==> config.mk <==
export PLATFORM = sky130hd
export DESIGN_NAME = rot_regstack
export DESIGN_NICKNAME = d
export VERILOG_FILES = /design/src/rtl/rstk_pkg.sv /design/src/rtl/rstk_classify.sv /design/src/rtl/rstk_ptr.sv /design/src/rtl/rstk_fault.sv /design/src/rtl/rstk_store.sv /design/src/rtl/rot_regstack.sv
export SDC_FILE = /design/constraint.sdc
export NUM_CORES = 2
export LEC_CHECK = 0
export BUFFER_PORTS_ARGS = -buffer_cell sky130_fd_sc_hd__clkbuf_2
export CAP_MARGIN = 20
export CORE_UTILIZATION = 54
export CTS_BUF_LIST = sky130_fd_sc_hd__clkbuf_4
export CTS_CLUSTER_DIAMETER = 80
export DETAILED_ROUTE_END_ITERATION = 10
export PLACE_DENSITY = 0.72
export SYNTH_ARGS = -nofsm -noshare
export SYNTH_HDL_FRONTEND = slang
export SYNTH_SLANG_ARGS = --single-unit
export TNS_END_PERCENT = 100
==> constraint.sdc <==
create_clock -name clk -period 10.05 [get_ports clk]
set_input_delay 0.5025 -clock clk [delete_from_list [all_inputs] [get_ports clk]]
set_output_delay 0.5025 -clock clk [all_outputs]
set_load 0.01 [all_outputs]
==> src/rtl/rstk_pkg.sv <==
package rstk_pkg;

   typedef enum logic [2:0] {
      OP_INIT  = 3'd0,
      OP_PUSH  = 3'd1,
      OP_POP   = 3'd2,
      OP_READ  = 3'd3,
      OP_WRITE = 3'd4,
      OP_XCHG  = 3'd5,
      OP_INC   = 3'd6,
      OP_DEC   = 3'd7
   } op_e;

   localparam logic [1:0] TAG_VALID = 2'b00;
   localparam logic [1:0] TAG_ZERO  = 2'b01;
   localparam logic [1:0] TAG_SPEC  = 2'b10;
   localparam logic [1:0] TAG_EMPTY = 2'b11;

endpackage

==> src/rtl/rstk_classify.sv <==
// Derives the tag of a value from its exponent and significand fields.
module rstk_classify #(
   parameter int EXP_W        = 15,
   parameter int MAN_W        = 64,
   parameter bit EXPLICIT_INT = 1'b1
) (
   input  logic [EXP_W-1:0] exp_f,
   input  logic [MAN_W-1:0] man_f,
   output logic [1:0]       tag
);
   import rstk_pkg::*;

   logic exp_zero, exp_ones, man_zero, unnorm;

   assign exp_zero = (exp_f == '0);
   assign exp_ones = (exp_f == '1);
   assign man_zero = (man_f == '0);

   // Only a format that stores its integer bit can hold an unnormal.
   generate
      if (EXPLICIT_INT) begin : g_explicit
         assign unnorm = !exp_zero && !exp_ones && !man_f[MAN_W-1];
      end else begin : g_implicit
         assign unnorm = 1'b0;
      end
   endgenerate

   always_comb begin
      if (exp_zero && man_zero)
         tag = TAG_ZERO;
      else if (exp_zero || exp_ones || unnorm)
         tag = TAG_SPEC;
      else
         tag = TAG_VALID;
   end

endmodule

==> src/rtl/rstk_ptr.sv <==
// Top pointer and the logical-to-physical address arithmetic.
module rstk_ptr #(
   parameter int PTR_W = 3
) (
   input  logic             clk,
   input  logic             rst_n,
   input  logic             fire,
   input  logic [2:0]       op,
   input  logic [PTR_W-1:0] idx,
   output logic [PTR_W-1:0] top,
   output logic [PTR_W-1:0] top_dn,
   output logic [PTR_W-1:0] top_i
);
   import rstk_pkg::*;

   localparam logic [PTR_W-1:0] ONE = PTR_W'(1);

   logic [PTR_W-1:0] top_up;

   assign top_dn = top - ONE;
   assign top_up = top + ONE;
   assign top_i  = top + idx;

   always_ff @(posedge clk or negedge rst_n) begin
      if (!rst_n) begin
         top <= '0;
      end else if (fire) begin
         case (op_e'(op))
            OP_INIT:         top <= '0;
            OP_PUSH, OP_DEC: top <= top_dn;
            OP_POP,  OP_INC: top <= top_up;
            default:         top <= top;
         endcase
      end
   end

endmodule

==> src/rtl/rstk_fault.sv <==
// Overflow / underflow decode from the emptiness of the touched entries.
module rstk_fault (
   input  logic       fire,
   input  logic [2:0] op,
   input  logic       empty_top,
   input  logic       empty_dn,
   input  logic       empty_i,
   output logic       ovf,
   output logic       unf
);
   import rstk_pkg::*;

   always_comb begin
      ovf = 1'b0;
      unf = 1'b0;
      if (fire) begin
         case (op_e'(op))
            OP_PUSH: ovf = !empty_dn;
            OP_POP:  unf = empty_top;
            OP_READ: unf = empty_i;
            OP_XCHG: unf = empty_top || empty_i;
            default: ;
         endcase
      end
   end

endmodule

==> src/rtl/rstk_store.sv <==
// Register ring: data entries plus a packed tag word, two write ports
// and a port that marks one entry empty.
module rstk_store #(
   parameter int NREG   = 8,
   parameter int DATA_W = 80,
   localparam int PTR_W = $clog2(NREG),
   localparam int TW_W  = 2 * NREG
) (
   input  logic              clk,
   input  logic              rst_n,
   input  logic              clr_all,
   input  logic              a_en,
   input  logic [PTR_W-1:0]  a_addr,
   input  logic [DATA_W-1:0] a_data,
   input  logic [1:0]        a_tag,
   input  logic              b_en,
   input  logic [PTR_W-1:0]  b_addr,
   input  logic [DATA_W-1:0] b_data,
   input  logic [1:0]        b_tag,
   input  logic              e_en,
   input  logic [PTR_W-1:0]  e_addr,
   output logic [DATA_W-1:0] q [NREG],
   output logic [TW_W-1:0]   tags
);
   import rstk_pkg::*;

   generate
      for (genvar p = 0; p < NREG; p++) begin : g_ent
         localparam logic [PTR_W-1:0] ME = PTR_W'(p);

         logic hit_a, hit_b, hit_e;
         assign hit_a = a_en && (a_addr == ME);
         assign hit_b = b_en && (b_addr == ME);
         assign hit_e = e_en && (e_addr == ME);

         always_ff @(posedge clk) begin
            if (hit_a)
               q[p] <= a_data;
            else if (hit_b)
               q[p] <= b_data;
         end

         always_ff @(posedge clk or negedge rst_n) begin
            if (!rst_n)
               tags[2*p +: 2] <= TAG_EMPTY;
            else if (clr_all)
               tags[2*p +: 2] <= TAG_EMPTY;
            else if (hit_a)
               tags[2*p +: 2] <= a_tag;
            else if (hit_b)
               tags[2*p +: 2] <= b_tag;
            else if (hit_e)
               tags[2*p +: 2] <= TAG_EMPTY;
         end
      end
   endgenerate

endmodule

==> src/rtl/rot_regstack.sv <==
module rot_regstack #(
   parameter int NREG         = 8,
   parameter int EXP_W        = 15,
   parameter int MAN_W        = 64,
   parameter bit EXPLICIT_INT = 1'b1,
   localparam int PTR_W  = $clog2(NREG),
   localparam int DATA_W = 1 + EXP_W + MAN_W,
   localparam int TW_W   = 2 * NREG
) (
   input  logic              clk,
   input  logic              rst_n,
   input  logic              op_valid,
   input  logic [2:0]        op_code,
   input  logic [PTR_W-1:0]  st_idx,
   input  logic [DATA_W-1:0] wr_data,
   output logic [DATA_W-1:0] rd_data,
   output logic [PTR_W-1:0]  top_ptr,
   output logic [TW_W-1:0]   tag_word,
   output logic              stk_fault,
   output logic              c1_dir,
   output logic              inv_op
);
   import rstk_pkg::*;

   // Elaboration checks on the parameters.
   generate
      if (NREG < 2 || (NREG & (NREG - 1)) != 0) begin : g_bad_nreg
         $error("rot_regstack: NREG must be a power of two of at least 2");
      end
      if (EXP_W < 2 || MAN_W < 2) begin : g_bad_fmt
         $error("rot_regstack: exponent and significand need at least 2 bits");
      end
   endgenerate

   localparam logic [MAN_W-1:0] INDEF_MAN = EXPLICIT_INT ?
      {2'b11, {(MAN_W-2){1'b0}}} : {1'b1, {(MAN_W-1){1'b0}}};
   localparam logic [DATA_W-1:0] INDEF = {1'b1, {EXP_W{1'b1}}, INDEF_MAN};

   logic [PTR_W-1:0]  top, top_dn, top_i;
   logic [DATA_W-1:0] q [NREG];
   logic [TW_W-1:0]   tags;
   logic [1:0]        cls_tag;
   logic              ovf, unf;
   logic              emp_top, emp_dn, emp_i;

   logic              clr_all, a_en, b_en, e_en;
   logic [PTR_W-1:0]  a_addr, b_addr;
   logic [DATA_W-1:0] a_data, b_data;
   logic [1:0]        a_tag, b_tag;

   function automatic logic [1:0] fld(input logic [TW_W-1:0] w,
                                      input logic [PTR_W-1:0] a);
      return w[{a, 1'b0} +: 2];
   endfunction

   rstk_ptr #(.PTR_W(PTR_W)) u_ptr (
      .clk    (clk),
      .rst_n  (rst_n),
      .fire   (op_valid),
      .op     (op_code),
      .idx    (st_idx),
      .top    (top),
      .top_dn (top_dn),
      .top_i  (top_i)
   );

   rstk_classify #(
      .EXP_W(EXP_W), .MAN_W(MAN_W), .EXPLICIT_INT(EXPLICIT_INT)
   ) u_cls (
      .exp_f (wr_data[DATA_W-2 -: EXP_W]),
      .man_f (wr_data[MAN_W-1:0]),
      .tag   (cls_tag)
   );

   assign emp_top = (fld(tags, top)    == TAG_EMPTY);
   assign emp_dn  = (fld(tags, top_dn) == TAG_EMPTY);
   assign emp_i   = (fld(tags, top_i)  == TAG_EMPTY);

   rstk_fault u_flt (
      .fire      (op_valid),
      .op        (op_code),
      .empty_top (emp_top),
      .empty_dn  (emp_dn),
      .empty_i   (emp_i),
      .ovf       (ovf),
      .unf       (unf)
   );

   always_comb begin
      clr_all = 1'b0;
      a_en    = 1'b0;
      a_addr  = top_i;
      a_data  = wr_data;
      a_tag   = cls_tag;
      b_en    = 1'b0;
      b_addr  = top_i;
      b_data  = q[top];
      b_tag   = fld(tags, top);
      e_en    = 1'b0;
      if (op_valid) begin
         case (op_e'(op_code))
            OP_INIT: clr_all = 1'b1;
            OP_PUSH: begin
               a_en   = 1'b1;
               a_addr = top_dn;
               if (ovf) begin
                  a_data = INDEF;
                  a_tag  = TAG_SPEC;
               end
            end
            OP_POP:   e_en = 1'b1;
            OP_WRITE: a_en = 1'b1;
            OP_XCHG: begin
               if (!unf) begin
                  a_en   = 1'b1;
                  a_addr = top;
                  a_data = q[top_i];
                  a_tag  = fld(tags, top_i);
                  b_en   = 1'b1;
               end
            end
            default: ;
         endcase
      end
   end

   rstk_store #(.NREG(NREG), .DATA_W(DATA_W)) u_store (
      .clk     (clk),
      .rst_n   (rst_n),
      .clr_all (clr_all),
      .a_en    (a_en),
      .a_addr  (a_addr),
      .a_data  (a_data),
      .a_tag   (a_tag),
      .b_en    (b_en),
      .b_addr  (b_addr),
      .b_data  (b_data),
      .b_tag   (b_tag),
      .e_en    (e_en),
      .e_addr  (top),
      .q       (q),
      .tags    (tags)
   );

   assign rd_data   = emp_i ? INDEF : q[top_i];
   assign top_ptr   = top;
   assign tag_word  = tags;
   assign stk_fault = ovf | unf;
   assign c1_dir    = ovf;
   assign inv_op    = ovf | unf;

endmodule

Word-level counts from Yosys, hierarchy flattened
Index checks and enable logic that the tools add are counted.
{ "op_classes": {"n_addsub": 3, "reduce_logical": 61, "shifts": 3, "n_eq_ne": 32, "n_mux": 82, "bitwise": 3, "order_cmp": 2} }
{ "ops": {"columns": ["cell", "count"], "rows": [
  ["$mux 80", 24],
  ["$bmux 80 s3", 2],
  ["$pmux 80 s2", 1],
  ["$mux 2", 37],
  ["$logic_not 64->1", 1],
  ["$eq 3x3->1 const B", 16],
  ["$shiftx 16x5->2", 3],
  ["$reduce_bool 4->1", 8],
  ["$logic_and 1x1->1", 27],
  ["$eq 3x2->1 const B", 8],
  ["$reduce_bool 2->1", 8],
  ["$eq 15x15->1 const B", 1],
  ["$logic_not 15->1", 1],
  ["$eq 3x1->1 const B", 4],
  ["$logic_not 3->1", 4],
  ["$mux 1", 11],
  ["$pmux 3 s3", 1],
  ["$ge 4x4->1 const B", 2],
  ["$not 3->4", 2],
  ["$eq 2x2->1 const B", 3],
  ["$mux 3", 2],
  ["$pmux 3 s2", 1],
  ["$reduce_or 2->1", 3],
  ["$logic_not 1->1", 4],
  ["other kinds (10)", 12]
]} }
{ "word_totals": {"output_inout_bits": 102, "input_bits": 89, "elab_cells": 203, "reg_bits": 659} }

Logic depth before layout (Yosys ltp)
{ "logic_depth": {"depth_word": 13, "depth_mapped": 13, "depth_no_buf": 9} }

Modules after synthesis
From an unflattened synthesis, not the netlist that was laid out.
{ "hier_totals": {"cells_unflattened": 2672, "area_unflattened_um2": 40069.7} }
{ "by_module_without_submodules": {"columns": ["mod", "area_each_um2", "instances", "cells_per_inst"], "rows": [
  ["rstk_store", 28038.1, 1, 1647],
  ["rot_regstack", 11359.6, 1, 937],
  ["rstk_ptr", 402.9, 1, 46],
  ["rstk_classify", 216.5, 1, 33],
  ["rstk_fault", 52.6, 1, 9]
]} }

Worst setup path before layout
No wires, ideal clock.
{ "synth_path": {"path_kind": "input to register", "start": "input st_idx[0]", "end": "register u_store.q[320] (netlist bit) (enable)", "path_slack_ns": 1.222, "path_stages": 7, "setup_time_ns": 0.637, "t_arrival_ns": 8.192, "required_time_ns": 9.413, "cell_sequence": "ha_1 fa_1 clkbuf_1 clkbuf_1 clkbuf_1 nand3_1 o31ai_1"} }
{ "synth_between": {"elab_chain_cells": 12, "elab_cells_between_ends": 19, "classes_between": "add/sub: 1; eq/ne: 3; shift: 1; mux: 10; reduce/logical: 4"} }
{ "synth_rtl": {"columns": ["element", "line", "text"], "rows": [
  ["from (decl)", "rot_regstack.sv:14", "input logic [PTR_W-1:0] st_idx,"],
  ["$add 3x3->3 *", "rstk_ptr.sv:22", "assign top_i = top + idx;"],
  ["$shiftx 16x5->2", "rot_regstack.sv:53", "return w[{a, 1'b0} +: 2];"],
  ["$eq 2x2->1", "rot_regstack.sv:77", "assign emp_i = (fld(tags, top_i) == TAG_EMPTY);"],
  ["$logic_or 1x1->1", "rstk_fault.sv:21", "OP_XCHG: unf = empty_top || empty_i;"],
  ["$pmux 1 s3", "rstk_fault.sv:17", "case (op_e'(op))"],
  ["$mux 1", "rstk_fault.sv:16", "if (fire) begin"],
  ["$mux 3", "rot_regstack.sv:114", "if (!unf) begin"],
  ["$pmux 3 s2", "rot_regstack.sv:101", "case (op_e'(op_code))"],
  ["$mux 3", "rot_regstack.sv:100", "if (op_valid) begin"],
  ["$eq 3x2->1", "rstk_store.sv:32", "assign hit_a = a_en && (a_addr == ME);"],
  ["$logic_and 1x1->1", "rstk_store.sv:32", null],
  ["$reduce_bool 2->1 (no line) *", null, null],
  ["to (signal, indexed assignment)", "rstk_store.sv:38", "q[p] <= a_data;"],
  ["to (signal, indexed assignment)", "rstk_store.sv:40", "q[p] <= b_data;"],
  ["to (decl)", "rstk_store.sv:22", "output logic [DATA_W-1:0] q [NREG],"]
]} }
Every way passes the cells marked *; elsewhere a longest branch is shown, timed or not.
A chain may end at the register's enable or synchronous reset.

Final worst setup path
{ "layout_path": {"start": "register u_ptr.top[0]", "end": "register u_store.q[267] (netlist bit) (data pin)"} }
{ "layout_between": {"elab_chain_cells": 12, "elab_cells_between_ends": 36, "classes_between": "add/sub: 2; eq/ne: 4; shift: 3; mux: 22; bitwise: 2; reduce/logical: 3"} }
{ "layout_rtl": {"columns": ["element", "line", "text"], "rows": [
  ["from (decl)", "rstk_ptr.sv:10", "output logic [PTR_W-1:0] top,"],
  ["from (signal assigned)", "rstk_ptr.sv:30", "OP_PUSH, OP_DEC: top <= top_dn;"],
  ["from (signal assigned)", "rstk_ptr.sv:31", "OP_POP, OP_INC: top <= top_up;"],
  ["from (signal assigned)", "rstk_ptr.sv:32", "default: top <= top;"],
  ["$add 3x3->3", "rstk_ptr.sv:22", null],
  ["$shiftx 16x5->2", "rot_regstack.sv:53", null],
  ["$eq 2x2->1", "rot_regstack.sv:77", null],
  ["$logic_or 1x1->1", "rstk_fault.sv:21", null],
  ["$pmux 1 s3", "rstk_fault.sv:17", null],
  ["$mux 1", "rstk_fault.sv:16", null],
  ["$mux 3", "rot_regstack.sv:114", null],
  ["$pmux 3 s2", "rot_regstack.sv:101", null],
  ["$mux 3", "rot_regstack.sv:100", null],
  ["$eq 3x3->1", "rstk_store.sv:32", null],
  ["$logic_and 1x1->1", "rstk_store.sv:32", null],
  ["$mux 80 *", "rstk_store.sv:37", "if (hit_a)"]
]} }
Every way passes the cells marked *; elsewhere a longest branch is shown, timed or not. The select of a mux whose other input is x is not followed.

==> impl_results.md <==
- Design area: about 44000 sq um
- MaxCap Viol Count: 0
- Remaining antenna violation count: 0
- Routed wire length: 119000 um
- Reg-to-reg endpoint: u_store.q[267]
- Initial core utilization: 54.9%
- Leak: 16.6 nW
- Final Util: about three fifths
- Synthesized Nets: between 2000 and 3000
- Routed wl met2: between 50000 and 60000 um
- Vias: 26880
- Num CTS Buffers: 171
- Slew @ Worst Pin: approximately 1.3 ns
- Cells on worst reg2reg path: 11
- Worst-Skew Late Latency: roughly 1.0 ns
- Share of the synthesized area in the top cell type: between 40% and 50%
- Seq/Total Area, Yosys: 50.0%
- Unrepaired setup endpoints after global routing: no
- Hold-fix buffers at CTS: 38
- CTS clk-pin slew, worst paths: about 0.060 ns
- Avg Vias per Cell: just under 7
- Post-Syn Area: about 39000 sq um
- Synth area leader: edfxtp_1
- Synth Flop Type: edfxtp_1
- # setup viols final: 0
- Grt total ovfl: 0
- GPL Wtd Cong: 0.909
- P_sw: 4.60 mW
- Period minus WS final: 7.29 ns
- Most used cell, CP: buf_4
- NumNets Final: 2905
- Crit Path Class: flip-flop to flip-flop
- CP max stage delay: 1.29 ns
- Failing checks: design-rule violations
- Sequential Power Share: between 30 and 40%
- DR pass1 iterations: 9
- Number of synthesized flops with an enable pin: 640
- Worst path bufs/invs: 2
- Die Wd: 272 um
- Area after DPL: 40900 sq um
- Sw Share: 39.5%
- Synth async-reset ratio: 2.88%
- Mapped Cells: 2574
- Skew final: about 0.056 ns
- First-pass GRT wire length: roughly 180000 um
- CTS tree: built
- CP cell instances: ha_4 > fa_4 > mux4_2 > nand3_1 > a211oi_2 > o21a_1 > a31oi_2 > a211oi_4 > buf_4 > buf_4 > mux2i_1
- Residual DRC count: 1
- Met1 Wirelength: roughly 45000 um
- Layout area overhead: 10.5%
- Die area: roughly 74000 sq um
- Largest net degree at the start of global routing: 130
- Global Route Usage Sum: 32.2%
- Clk sink count: 659
- Fillers: 5551
- Warnings, synthesis: 0
- # Post-CTS Setup Buffers: 0
- CP startpoint: u_ptr.top[0]
- Clock power share: 20.2%
- Pwr/cell area: about 270 nW/um^2
- CP required: 10.77 ns
- Synth Register Bits: between 600 and 700
- Root Driver: clkbuf_4
- Min-delay worst type: input pin to async pin
- Vias in the first global route: roughly 28000
- Max clock buf depth: 3
- Arrival @ worst endpoint: between 8 and 9 ns
- Fraction of layout cells with a size suffix above 1: 30.1%
- Share of power burned in combinational logic: between 40% and 50%
- Nature of the critical path endpoint: flip-flop
- Max IR drop VDD: 0.270 mV
- Core area: roughly 72000 sq um
- Hpwl dp: 63700 um
- Rows: 98
- Port bufs: 190
- H-tree depth: 4
- Placement Setup Slack: roughly 2.9 ns
- Top cells by area, synth: edfxtp_1 (49%), mux2i_1 (20%), mux4_2 (19%)
- Top cell family by delay on the critical path: compound AO/OA/AOI/OAI gates
- Die Y: about 270 um
- Resized Gates After CTS: 0
- Fmax: ~0.14 GHz
- Final period util: between 70 and 80%
- Endpoints failing hold: 0
- Crit-path max FO: 43
- P_int: 7.05 mW
- Met3 routed WL: 13300 um
- Avg WL per Cell: between 30 and 40 um
- CP Launch Type: flip-flop
- Status: complete, but fails checks
- Initial antenna violation count: 4
- Worst slew margin: 16.0%
- Reg-to-reg startpoint: u_ptr.top[0]
- Setup TNS: 0 ns
- Max-slew violations: 0
- Netlist cell types: 57
- Slowest cell on crit path: fa_4
- Setup ws final: about 2.8 ns
- Syn avg cell area: 15.3 sq um
- I/O Pins: 191
- Internal reg-to-reg setup slack: between 2 and 3 ns
- Detailed Route Iter0 Violations: 3267
- Top Layer Used: met5
metal layers:
layer | vias to the layer above | track usage (%)
li1 | 11123 | -
met1 | 13762 | 42.8
met2 | 1705 | 51.0
met3 | 284 | 7.86
met4 | 6 | 13.5
met5 | - | 0
Yosys cell counts (9+ instances only):
library cell and count:
nor4_1 22, clkbuf_1 91, buf_4 18, mux4_2 329, a22oi_1 50, nor2_1 80, nand3_1 19, dfstp_2 16
a21oi_1 74, nand2_1 154, nand4_1 12, o21ai_0 26, buf_2 42, mux2i_1 786, edfxtp_1 640, nor3_1 14
buf_1 29, buf_6 38, inv_1 14, mux2_2 9, o22ai_1 29
worst max-delay path by stage:
stage                           to  cells after the start
detailed placement  u_store.q[178]                     11
finish              u_store.q[267]                     11
floorplan           u_store.q[320]                      7
global placement    u_store.q[570]                     10
global route         u_store.q[91]                     11
CTS                 u_store.q[159]                     11
power by group through the flow:
| stage | sequential, mW | combinational (mW) | clock, mW |
|---|---|---|---|
| 6_report | 3.89 | 5.41 | 2.35 |
| 5_1_grt | 3.91 | 5.74 | 2.52 |
| 4_1_cts | 3.88 | 5.32 | 2.38 |
| 3_5_place_dp | 3.94 | 5.29 | 0 |
| 3_3_place_gp | 3.91 | 5.14 | 0 |
| 2_1_floorplan | 3.86 | 3.67 | 0 |
per-stage QoR:
| step | cells | power [mW] | hold WS, ns |
|---|---|---|---|
| 3_3_place_gp | 3541 | 9.06 | 0.483 |
| 3_5_place_dp | 3542 | 9.23 | 0.493 |
| 5_1_grt | 3894 | 12.2 | 0.0834 |
| 6_report | 3895 | 11.6 | 0.114 |
| 2_1_floorplan | 2574 | 7.53 | 0.207 |
| 4_1_cts | 3889 | 11.6 | 0.00327 |
cells in the final DEF (no fill, tap or decap), types with 8 or more instances in the layout:
cell	Yosys	final
mux4_2	329	329
nor4_1	22	22
a21oi_1	74	74
nor3_1	14	13
clkbuf_4	0	251
mux2_2	9	9
nand3_1	19	19
o21ai_0	26	26
nand4_1	12	12
dfstp_2	16	16
clkinv_1	0	45
mux2_1	8	8
nand2_1	154	150
nor2_1	80	80
dlygate4sd3_1	0	38
buf_4	18	40
clkbuf_2	0	190
a22oi_1	50	50
edfxtp_1	640	640
o22ai_1	29	29
mux2i_1	786	786
inv_1	14	13
area by class of cell:
cell class	instances	area, sq um	area share (%)
diodes	2	5.00	0.0115
clock buffers	251	1880	4.33
clock inverters	58	295	0.678
inverters	15	61.3	0.141
multi-input cells	1682	18600	42.6
flip-flops and latches	659	19700	45.3
well taps	950	1190	2.73
repair buffers	278	1830	4.20
sequential cells by signal, indices dropped and copies added (netlist names):
name	count
u_ptr.top	3
u_store.q	640
u_store.tags	16
kinds of logic (layout without fill, tap and decap cells):
family                   Yosys count  count (layout)  synth area share, %
multiplexers                    1132            1132                 39.2
flip-flops                       659             659                 50.0
AND/OR/NAND/NOR                  322             322                 3.55
buffers and inverters            233             602                 3.25
AO/OA/AOI/OAI                    215             215                 3.48
adder cells (fa/ha/maj)            9               9                0.305
XOR/XNOR                           4               4                0.162
other                              0               2                    0
Power figures use the tool's default switching activity.
